$ cat src/rtl/sram_lane_pkg.sv
// Shared types for the byte-lane SRAM controller.
package sram_lane_pkg;
    // Phase of one memory access.
    typedef enum logic [2:0] {
        PH_IDLE,
        PH_SETUP,
        PH_STROBE,
        PH_HOLD,
        PH_RDWAIT
    } phase_e;
endpackage

$ cat src/rtl/sram_phase_timer.sv
// Down-counter that times one access phase.
// Assumes: load is pulsed on phase entry with (phase length - 1); expired
// is high while the count is zero.
module sram_phase_timer #(
    parameter int CNT_W = 4
) (
    input  logic             clk,
    input  logic             rst_n,
    input  logic             load,
    input  logic [CNT_W-1:0] load_val,
    output logic             expired
);
    logic [CNT_W-1:0] cnt_q;

    // Load on phase entry, otherwise count down to zero and stay there.
    always_ff @(posedge clk) begin
        if (!rst_n)              cnt_q <= '0;
        else if (load)           cnt_q <= load_val;
        else if (cnt_q != '0)    cnt_q <= cnt_q - 1'b1;
    end

    assign expired = (cnt_q == '0);
endmodule

$ cat src/rtl/sram_byte_lanes.sv
// Per-lane enable decode and read-data capture.
// Assumes: mask is the byte mask of the access in progress; capture pulses
// once at the sampling edge of a read. Lanes outside the mask capture zero.
module sram_byte_lanes #(
    parameter int LANE_W = 8,
    parameter int LANES  = 2,
    localparam int DW    = LANE_W * LANES
) (
    input  logic             clk,
    input  logic             rst_n,
    input  logic             active,
    input  logic             capture,
    input  logic [LANES-1:0] mask,
    input  logic [DW-1:0]    din,
    output logic [LANES-1:0] lane_n_d,
    output logic [DW-1:0]    rdata
);
    for (genvar g = 0; g < LANES; g++) begin : g_lane
        logic [LANE_W-1:0] q;

        assign lane_n_d[g] = ~(active & mask[g]);

        // Capture this lane from the bus, or zero if it is not selected.
        always_ff @(posedge clk) begin
            if (!rst_n)       q <= '0;
            else if (capture) q <= mask[g] ? din[g*LANE_W +: LANE_W] : '0;
        end

        assign rdata[g*LANE_W +: LANE_W] = q;
    end
endmodule

$ cat src/rtl/sram_lane_ctrl.sv
// Synchronous controller for an asynchronous 16-bit SRAM with byte enables.
// Turns one-cycle host requests into setup/strobe/hold write sequences or
// wait-then-sample reads. All memory controls come from registers, so no
// combinational glitch reaches the strobes.
// Assumes: phase lengths (>= 1 cycle each) cover the memory's timing;
// mem_din is already synchronous to clk at the sampling edge.
module sram_lane_ctrl
    import sram_lane_pkg::*;
#(
    parameter int ADDR_W     = 16,
    parameter int LANE_W     = 8,
    parameter int SETUP_CYC  = 1,
    parameter int STROBE_CYC = 2,
    parameter int HOLD_CYC   = 1,
    parameter int READ_CYC   = 3,
    localparam int LANES     = 2,
    localparam int DATA_W    = LANES * LANE_W
) (
    input  logic              clk,
    input  logic              rst_n,
    input  logic              host_req,
    input  logic              host_we,
    input  logic [ADDR_W-1:0] host_addr,
    input  logic [DATA_W-1:0] host_wdata,
    input  logic [LANES-1:0]  host_be,
    output logic              host_busy,
    output logic [DATA_W-1:0] host_rdata,
    output logic              host_rvalid,
    output logic [ADDR_W-1:0] mem_addr,
    output logic              mem_cs_n,
    output logic              mem_we_n,
    output logic              mem_oe_n,
    output logic              mem_lb_n,
    output logic              mem_ub_n,
    output logic [DATA_W-1:0] mem_dout,
    output logic              mem_dout_en,
    input  logic [DATA_W-1:0] mem_din
);
    localparam int MAX_W   = (SETUP_CYC > STROBE_CYC) ? SETUP_CYC : STROBE_CYC;
    localparam int MAX_R   = (HOLD_CYC > READ_CYC) ? HOLD_CYC : READ_CYC;
    localparam int MAX_CYC = (MAX_W > MAX_R) ? MAX_W : MAX_R;
    localparam int CNT_W   = $clog2(MAX_CYC + 1);
    localparam logic [CNT_W-1:0] SETUP_LD  = CNT_W'(SETUP_CYC - 1);
    localparam logic [CNT_W-1:0] STROBE_LD = CNT_W'(STROBE_CYC - 1);
    localparam logic [CNT_W-1:0] HOLD_LD   = CNT_W'(HOLD_CYC - 1);
    localparam logic [CNT_W-1:0] READ_LD   = CNT_W'(READ_CYC - 1);

    phase_e             phase_q, phase_d;
    logic               tmr_load, tmr_expired, cap;
    logic [CNT_W-1:0]   tmr_val;
    logic [LANES-1:0]   be_q, mask_d, lane_n_d;
    logic [ADDR_W-1:0]  addr_q;
    logic [DATA_W-1:0]  wdata_q;
    logic               cs_n_q, we_n_q, oe_n_q, den_q, busy_q, rvalid_q;
    logic [LANES-1:0]   lane_n_q;
    logic               take;

    assign take   = host_req && (phase_q == PH_IDLE);
    assign mask_d = (phase_q == PH_IDLE) ? host_be : be_q;

    sram_phase_timer #(.CNT_W(CNT_W)) u_timer (
        .clk      (clk),
        .rst_n    (rst_n),
        .load     (tmr_load),
        .load_val (tmr_val),
        .expired  (tmr_expired)
    );

    sram_byte_lanes #(.LANE_W(LANE_W), .LANES(LANES)) u_lanes (
        .clk      (clk),
        .rst_n    (rst_n),
        .active   (phase_d != PH_IDLE),
        .capture  (cap),
        .mask     (mask_d),
        .din      (mem_din),
        .lane_n_d (lane_n_d),
        .rdata    (host_rdata)
    );

    // Next phase, timer reload and read-capture decision.
    always_comb begin
        phase_d  = phase_q;
        tmr_load = 1'b0;
        tmr_val  = '0;
        cap      = 1'b0;
        unique case (phase_q)
            PH_IDLE: begin
                if (host_req) begin
                    if (host_be == '0) begin
                        cap = !host_we;
                    end else if (host_we) begin
                        phase_d  = PH_SETUP;
                        tmr_load = 1'b1;
                        tmr_val  = SETUP_LD;
                    end else begin
                        phase_d  = PH_RDWAIT;
                        tmr_load = 1'b1;
                        tmr_val  = READ_LD;
                    end
                end
            end
            PH_SETUP: if (tmr_expired) begin
                phase_d  = PH_STROBE;
                tmr_load = 1'b1;
                tmr_val  = STROBE_LD;
            end
            PH_STROBE: if (tmr_expired) begin
                phase_d  = PH_HOLD;
                tmr_load = 1'b1;
                tmr_val  = HOLD_LD;
            end
            PH_HOLD: if (tmr_expired) phase_d = PH_IDLE;
            PH_RDWAIT: if (tmr_expired) begin
                cap     = 1'b1;
                phase_d = PH_IDLE;
            end
            default: phase_d = PH_IDLE;
        endcase
    end

    // Latch the accepted request; it stays fixed for the whole access.
    always_ff @(posedge clk) begin
        if (!rst_n) begin
            addr_q  <= '0;
            wdata_q <= '0;
            be_q    <= '0;
        end else if (take) begin
            addr_q  <= host_addr;
            wdata_q <= host_wdata;
            be_q    <= host_be;
        end
    end

    // Phase register and registered control outputs decoded from the next phase.
    always_ff @(posedge clk) begin
        if (!rst_n) begin
            phase_q  <= PH_IDLE;
            cs_n_q   <= 1'b1;
            we_n_q   <= 1'b1;
            oe_n_q   <= 1'b1;
            den_q    <= 1'b0;
            lane_n_q <= '1;
            busy_q   <= 1'b0;
            rvalid_q <= 1'b0;
        end else begin
            phase_q  <= phase_d;
            cs_n_q   <= (phase_d == PH_IDLE);
            we_n_q   <= (phase_d != PH_STROBE);
            oe_n_q   <= (phase_d != PH_RDWAIT);
            den_q    <= (phase_d == PH_SETUP) || (phase_d == PH_STROBE) ||
                        (phase_d == PH_HOLD);
            lane_n_q <= lane_n_d;
            busy_q   <= (phase_d != PH_IDLE);
            rvalid_q <= cap;
        end
    end

    assign host_busy   = busy_q;
    assign host_rvalid = rvalid_q;
    assign mem_addr    = addr_q;
    assign mem_dout    = wdata_q;
    assign mem_dout_en = den_q;
    assign mem_cs_n    = cs_n_q;
    assign mem_we_n    = we_n_q;
    assign mem_oe_n    = oe_n_q;
    assign mem_lb_n    = lane_n_q[0];
    assign mem_ub_n    = lane_n_q[LANES-1];

    // the strobe ends the write while select and bus drive remain.
    p_strobe_ends_first_r3: assert property (@(posedge clk) disable iff (!rst_n)
        $rose(mem_we_n) |-> (!mem_cs_n && mem_dout_en));

    // bus already driven and chip selected before the strobe falls.
    p_setup_before_strobe_r4: assert property (@(posedge clk) disable iff (!rst_n)
        $fell(mem_we_n) |-> ($past(mem_dout_en) && !$past(mem_cs_n)));

    // address and data hold still while the chip stays selected.
    p_addr_hold_r4: assert property (@(posedge clk) disable iff (!rst_n)
        (!mem_cs_n && !$past(mem_cs_n)) |-> ($stable(mem_addr) && $stable(mem_dout)));

    // no output enable while the controller drives or strobes.
    p_no_contention_r5: assert property (@(posedge clk) disable iff (!rst_n)
        (mem_dout_en || !mem_we_n) |-> mem_oe_n);

    // a read keeps the strobe high under chip select.
    p_read_mode_r6: assert property (@(posedge clk) disable iff (!rst_n)
        !mem_oe_n |-> (mem_we_n && !mem_cs_n));

    // read-valid only appears with the controller idle.
    p_rvalid_idle_r7: assert property (@(posedge clk) disable iff (!rst_n)
        host_rvalid |-> (!host_busy && mem_cs_n));

    // a selected access always enables at least one lane.
    p_lane_active_r8: assert property (@(posedge clk) disable iff (!rst_n)
        !mem_cs_n |-> !(mem_lb_n && mem_ub_n));

    // deselected means every other control is inactive.
    p_deselect_r10: assert property (@(posedge clk) disable iff (!rst_n)
        mem_cs_n |-> (mem_lb_n && mem_ub_n && mem_we_n && mem_oe_n && !mem_dout_en));
endmodule

$ cat config.mk
export PLATFORM = sky130hd
export DESIGN_NAME = sram_lane_ctrl
export DESIGN_NICKNAME = d
export VERILOG_FILES = /design/src/rtl/sram_lane_pkg.sv /design/src/rtl/sram_phase_timer.sv /design/src/rtl/sram_byte_lanes.sv /design/src/rtl/sram_lane_ctrl.sv
export SDC_FILE = /design/constraint.sdc
export NUM_CORES = 1
export LEC_CHECK = 0
export ABC_AREA = 0
export BUFFER_PORTS_ARGS = -buffer_cell sky130_fd_sc_hd__buf_4
export CELL_PAD_IN_SITES_DETAIL_PLACEMENT = 1
export CELL_PAD_IN_SITES_GLOBAL_PLACEMENT = 1
export CORE_ASPECT_RATIO = 0.9
export CORE_MARGIN = 1
export CORE_UTILIZATION = 34
export DETAILED_ROUTE_END_ITERATION = 12
export PLACE_DENSITY = 0.86
export SKIP_CTS_REPAIR_TIMING = 1
export SYNTH_ARGS = -nofsm -noshare
export SYNTH_HDL_FRONTEND = slang
export SYNTH_SLANG_ARGS = --single-unit
$ cat constraint.sdc
create_clock -name clk -period 3.6 [get_ports clk]
set_clock_uncertainty 0.1 [all_clocks]
set_input_delay 0.18 -clock clk [delete_from_list [all_inputs] [get_ports clk]]
set_output_delay 0.18 -clock clk [all_outputs]
set_load 0.1 [all_outputs]
## Yosys cells after proc, flatten, opt, wreduce, memory -nomap -nowiden

Index checks and enable logic that the tools add are counted.

- Bits in registers: 63
- Input port bits: 54
- Output and inout bits: 56
- Word-level logic and storage cells: 65

- $add $sub $neg: 1
- Equality and inequality tests: 9
- Mux-type cells: 24
- Bitwise gates (word level): 4
- Reduce and logical (&&, ||, !) cells: 13

Operators with widths:

| kind | count |
|---|---|
| $mux 3 | 6 |
| $mux 8 | 2 |
| $eq 3x2->1 const B | 4 |
| $mux 2 | 6 |
| $pmux 3 s4 | 1 |
| $eq 3x1->1 const B | 2 |
| $logic_not 3->1 | 2 |
| $mux 1 | 6 |
| $logic_not 2->1 | 2 |
| $pmux 1 s2 | 2 |
| $pmux 2 s2 | 1 |
| $reduce_bool 2->1 | 2 |
| $reduce_or 2->1 | 2 |
| $eq 3x3->1 const B | 1 |
| $ne 3x2->1 const B | 1 |
| $ne 3x3->1 const B | 1 |
| $reduce_bool 3->1 | 1 |
| $and 1x1->1 | 2 |
| $logic_or 1x1->1 | 2 |
| $not 1->1 | 2 |
| $sub 2x1->2 const B | 1 |
| $logic_and 1x1->1 | 1 |
| $logic_not 1->1 | 1 |

## Logic depth before layout (Yosys ltp)

- Depth in word-level cells: 7
- Mapped depth: 8
- Mapped depth without buffers: 6

## Cells and area by module

Synthesis repeated with hierarchy kept, for this count alone.

- Cells, all modules: 291
- Area, all modules: 2606.2 um2

Modules (own cells, without submodules):

| module | times used | cells each | area each (um2) | seq. area each (um2) |
|---|---|---|---|---|
| sram_lane_ctrl | 1 | 204 | 1783.0 | 900.9 |
| sram_byte_lanes | 1 | 74 | 699.4 | 320.3 |
| sram_phase_timer | 1 | 13 | 123.9 | 40.0 |

## Worst setup path after synthesis

Ideal clock, no wire load.

- Path kind: register -> register
- From: reg u_timer.cnt_q[0]
- To: reg u_lanes.g_lane[0].q[6]
- Data arrival time: 1613 ps
- Slack: 1770 ps
- Cell stages (with the launch flop): 9
- Path buffers: 2
- Period minus slack after synthesis: 1830 ps
- Cell sequence: dfxtp_1 > inv_1 > ha_1 > clkbuf_1 > nand2_1 > o31a_1 > o31a_4 > buf_6 > a22o_1

- Cells in the longest elaborated chain, start to end: 3

RTL lines:

| element | line | text |
|---|---|---|
| start, declared | sram_phase_timer.sv:13 | `logic [CNT_W-1:0] cnt_q;` |
| start signal, assigned | sram_phase_timer.sv:18 | `else if (load) cnt_q <= load_val;` |
| start signal, assigned | sram_phase_timer.sv:19 | `else if (cnt_q != '0) cnt_q <= cnt_q - 1'b1;` |
| $logic_not 2->1 | sram_phase_timer.sv:22 | `assign expired = (cnt_q == '0);` |
| $mux 1 | sram_lane_ctrl.sv:113 | `PH_RDWAIT: if (tmr_expired) begin` |
| $pmux 1 s2 | sram_lane_ctrl.sv:86 | `unique case (phase_q)` |
| end signal, assigned | sram_byte_lanes.sv:26 | `else if (capture) q <= mask[g] ? din[g*LANE_W +: LANE_W] : '0;` |
| end, declared | sram_byte_lanes.sv:19 | `logic [LANE_W-1:0] q;` |

No other way between the ends.
A chain may end at the register's enable or synchronous reset.

## Final worst setup path

- From: reg phase_q[2]
- To: reg u_timer.cnt_q[0]

- Cells in the longest elaborated chain, start to end: 4
- Elaborated cells between the ends (all ways): 8
- Those cells by class: 2 x eq/ne; 3 x mux; 3 x reduce/logical

RTL lines:

| element | line | text |
|---|---|---|
| start, declared | sram_lane_ctrl.sv:48 | `phase_e phase_q, phase_d;` |
| start signal, assigned | sram_lane_ctrl.sv:146 | `phase_q <= phase_d;` |
| $eq 3x2->1 / $eq 3x1->1 (equally long branches) | sram_lane_ctrl.sv:86 |  |
| $reduce_or 2->1 (no line) | n/a |  |
| $pmux 1 s2 | sram_lane_ctrl.sv:86 |  |
| $mux 2 / $reduce_bool 2->1 (equally long branches) | n/a |  |

Several ways; a longest one is shown, not always the timed one.

==> results.sh <==
export IMPL_firstDrtPassIters=4
export IMPL_yosys_cell_types_count=35
export IMPL_finalCriticalPeriod_ns=2.05
export IMPL_grt_util_met2_pct=31.5
export IMPL_cts_made_buffers=9
export IMPL_rsz0062_at_grt="no"
export IMPL_maxCapViolCount=0
export IMPL_diodes=0
export IMPL_place_gp_congestion=0.718
export IMPL_antenna_found_initial=0
export IMPL_cp_slowest_cell="or4b_1"
export IMPL_async_flop_share_pct=0
export IMPL_crit_arrival_ns=2.17
export IMPL_worst_path_dominant_cell_family="simple AND/OR/NAND/NOR gates"
export IMPL_grt_pass1_wl_mm=10.3
export IMPL_wire_per_inst_microns=15.4
export IMPL_grt_max_degree=44
export IMPL_insertion_delay_ns=0.33
export IMPL_ys_seq_elements=63
export IMPL_path_cells="or4b_1, buf_4, nor2_1, o31ai_1, a31o_2"
export IMPL_stdcell_area_sq_mm=0.00358
export IMPL_ys_seq_area_share_pct=53.5
export IMPL_final_max_slew_viol_count=0
export IMPL_layout_common_cells="buf_4 (111), nand2_1 (69), dfxtp_1 (63)"
export IMPL_worstMarginPinSlew_ns=0.502
export IMPL_synth_edf_count=0
export IMPL_drc=0
export IMPL_syn_area_per_cell_sq_um=9.46
export IMPL_hold_path_class="primary input to flip-flop"
export IMPL_global_route_peak_usage_layer="met2"
export IMPL_multi_input_area_sq_um=997
export IMPL_cts_tree="built"
export IMPL_powerDensity_mw_per_mm2=618
export IMPL_dp_hpwl_mm=4.59
export IMPL_crit_fanout=35
export IMPL_finalWirelength_mm=7.13
export IMPL_placed_area_sq_mm=0.00322
export IMPL_crit_end="u_timer.cnt_q[0]$_SDFFE_PN0P_"
export IMPL_finalWorstSetupSlack_ns=1.55
export IMPL_fin_nets=427
export IMPL_area_growth_pct=51.8
export IMPL_power_mw=2.21
export IMPL_worstPathRequired_ns=3.72
export IMPL_synth_ff_type="dfxtp_1"
export IMPL_p_seq_share_pct=37.3
export IMPL_cp_depth=5
export IMPL_syn_nets=304
export IMPL_finalCritPeriodShare_pct=56.9
export IMPL_drive_gt1_share_pct=35.8
export IMPL_endpoint_kind="flip-flop"
export IMPL_std_cell_rows=28
export IMPL_startpoint="phase_q[2]$_SDFF_PN0_"
export IMPL_core_region_area_sq_mm=0.00662
export IMPL_met1_usage_pct=19.8
export IMPL_portBuffers=109
export IMPL_finalCoreUtilization_pct=54.0
export IMPL_die_h_microns=81.0
export IMPL_grt_pass1_vias=2213
export IMPL_final_common_cell="buf_4"
export IMPL_r2r_start="phase_q[2]$_SDFF_PN0_"
export IMPL_dieArea_sq_mm=0.00727
export IMPL_start_util_pct=35.6
export IMPL_synthCells=249
export IMPL_fin_cells=464
export IMPL_worstSetupPathType="flip-flop to flip-flop"
export IMPL_ios=110
export IMPL_timing_rr_end="u_timer.cnt_q[0]$_SDFFE_PN0P_"
export IMPL_hold_viol_final=0
export IMPL_clkPwrFrac_pct=24.7
export IMPL_cts_buffer_depth=2
export IMPL_rrSetupSlack_ns=1.55
export IMPL_r2r_cells=5
export IMPL_ir_drop_mv=0.315
export IMPL_met3_usage_pct=8.24
export IMPL_via_per_inst=4.73
export IMPL_htreeDepth=3
export IMPL_synth_area_sq_mm=0.00236
export IMPL_overflow=0
export IMPL_outcome="finished, final reports clean"
export IMPL_switching_share_pct=41.6
export IMPL_p_int_mw=1.29
export IMPL_die_w_microns=89.7
export IMPL_power_leakage_nw=1.60
export IMPL_start_kind="flip-flop"
export IMPL_p_comb_share_pct=38.1
export IMPL_dp_cells=432
export IMPL_ant_nets=0
export IMPL_clk_pin_slew_worst_paths_ns=0.07
export IMPL_p_switching_mw=0.919
export IMPL_cts_root_buf="clkbuf_8"
export IMPL_max_freq_mhz=488
export IMPL_slew_headroom_pct=66.5
export IMPL_max_stage_delay_ns=0.56
export IMPL_drtIter0Drc=72
export IMPL_regArea_sq_mm=0.00126
export IMPL_tns_ns=0
export IMPL_finalSetupViolations=0
export IMPL_cp_num_buf_inv=1
export IMPL_grt_usage_pct=18.1
export IMPL_post_place_ws_ns=1.58
export IMPL_clock_sinks=63
export IMPL_fillerInstances=774
export IMPL_hold_ws_ns=0.00164
export IMPL_vias=2193
export IMPL_yosys_warnings=0
-- cell type report --
cell class              instances  share of cell area [%]
multi-input cells             165                    27.9
clock inverters                 1                   0.140
clock buffers                  12                    4.62
inverters                       3                   0.315
flip-flops and latches         63                    35.3
well taps                      90                    3.15
repair buffers                130                    28.6
-- sequential cells by signal, summed over array words and instances (netlist names), 2 cells and up --
name              cells
mem_addr             16
phase_q               3
u_timer.cnt_q         2
lane_n_q              2
be_q                  2
u_lanes.g_lane.q     16
mem_dout             16
-- Yosys cell counts, drive strengths merged, types with 3 or more instances --
library cell	number	share of area, %
clkbuf	8	1.3
a22o	16	5.9
inv	3	0.48
or2	3	0.80
nand2	69	11
nor2	9	1.4
nand3	3	0.64
buf	10	2.4
dfxtp	63	54
a21boi	35	11
nand2b	3	0.80
-- per-layer routing --
| layer | vias to the layer above | share of wire, % |
|---|---|---|
| li1 | 1087 | - |
| met1 | 1039 | 40 |
| met2 | 61 | 53 |
| met3 | 6 | 6.3 |
| met4 | 0 | 1.2 |
| met5 | - | 0 |
-- cell families after synthesis --
group | count (synthesis) | synth area share (%)
compound gates | 65 | 22.1
simple gates | 96 | 18.3
xor+xnor | 1 | 0.372
flops | 63 | 53.5
buf+inv | 21 | 4.14
fa+ha+maj | 1 | 0.531
mux | 2 | 0.956
-- worst min-delay path: stages --
cell      delay [ns]
buf_4           0.11
nand2_1         0.04
a21boi_0        0.06
-- power by group through the flow --
stage          Combinational [mW]  Clock (mW)  Sequential [mW]
4_1_cts                     0.827       0.556            0.824
6_report                    0.841       0.545            0.823
2_1_floorplan               0.221           0             1.24
3_3_place_gp                0.807           0            0.833
5_1_grt                     0.885       0.598            0.832
3_5_place_dp                0.820           0            0.838
-- worst min-delay path by stage --
stage,start,to,slack [ns],cells past startpoint
after global routing,host_addr[15],mem_addr[15]$_SDFFE_PN0P_,0.0005,3
after CTS,mem_din[9],u_lanes.g_lane[1].q[1]$_SDFFE_PN0P_,-0.06,2
after detailed placement,mem_din[12],u_lanes.g_lane[1].q[4]$_SDFFE_PN0P_,0.30,2
final,host_wdata[7],mem_dout[7]$_SDFFE_PN0P_,0.002,3
after global placement,mem_din[15],u_lanes.g_lane[1].q[7]$_SDFFE_PN0P_,0.29,2
after floorplan,mem_din[6],u_lanes.g_lane[0].q[6]$_SDFFE_PN0P_,0.21,1
Power figures use the tool's default switching activity.
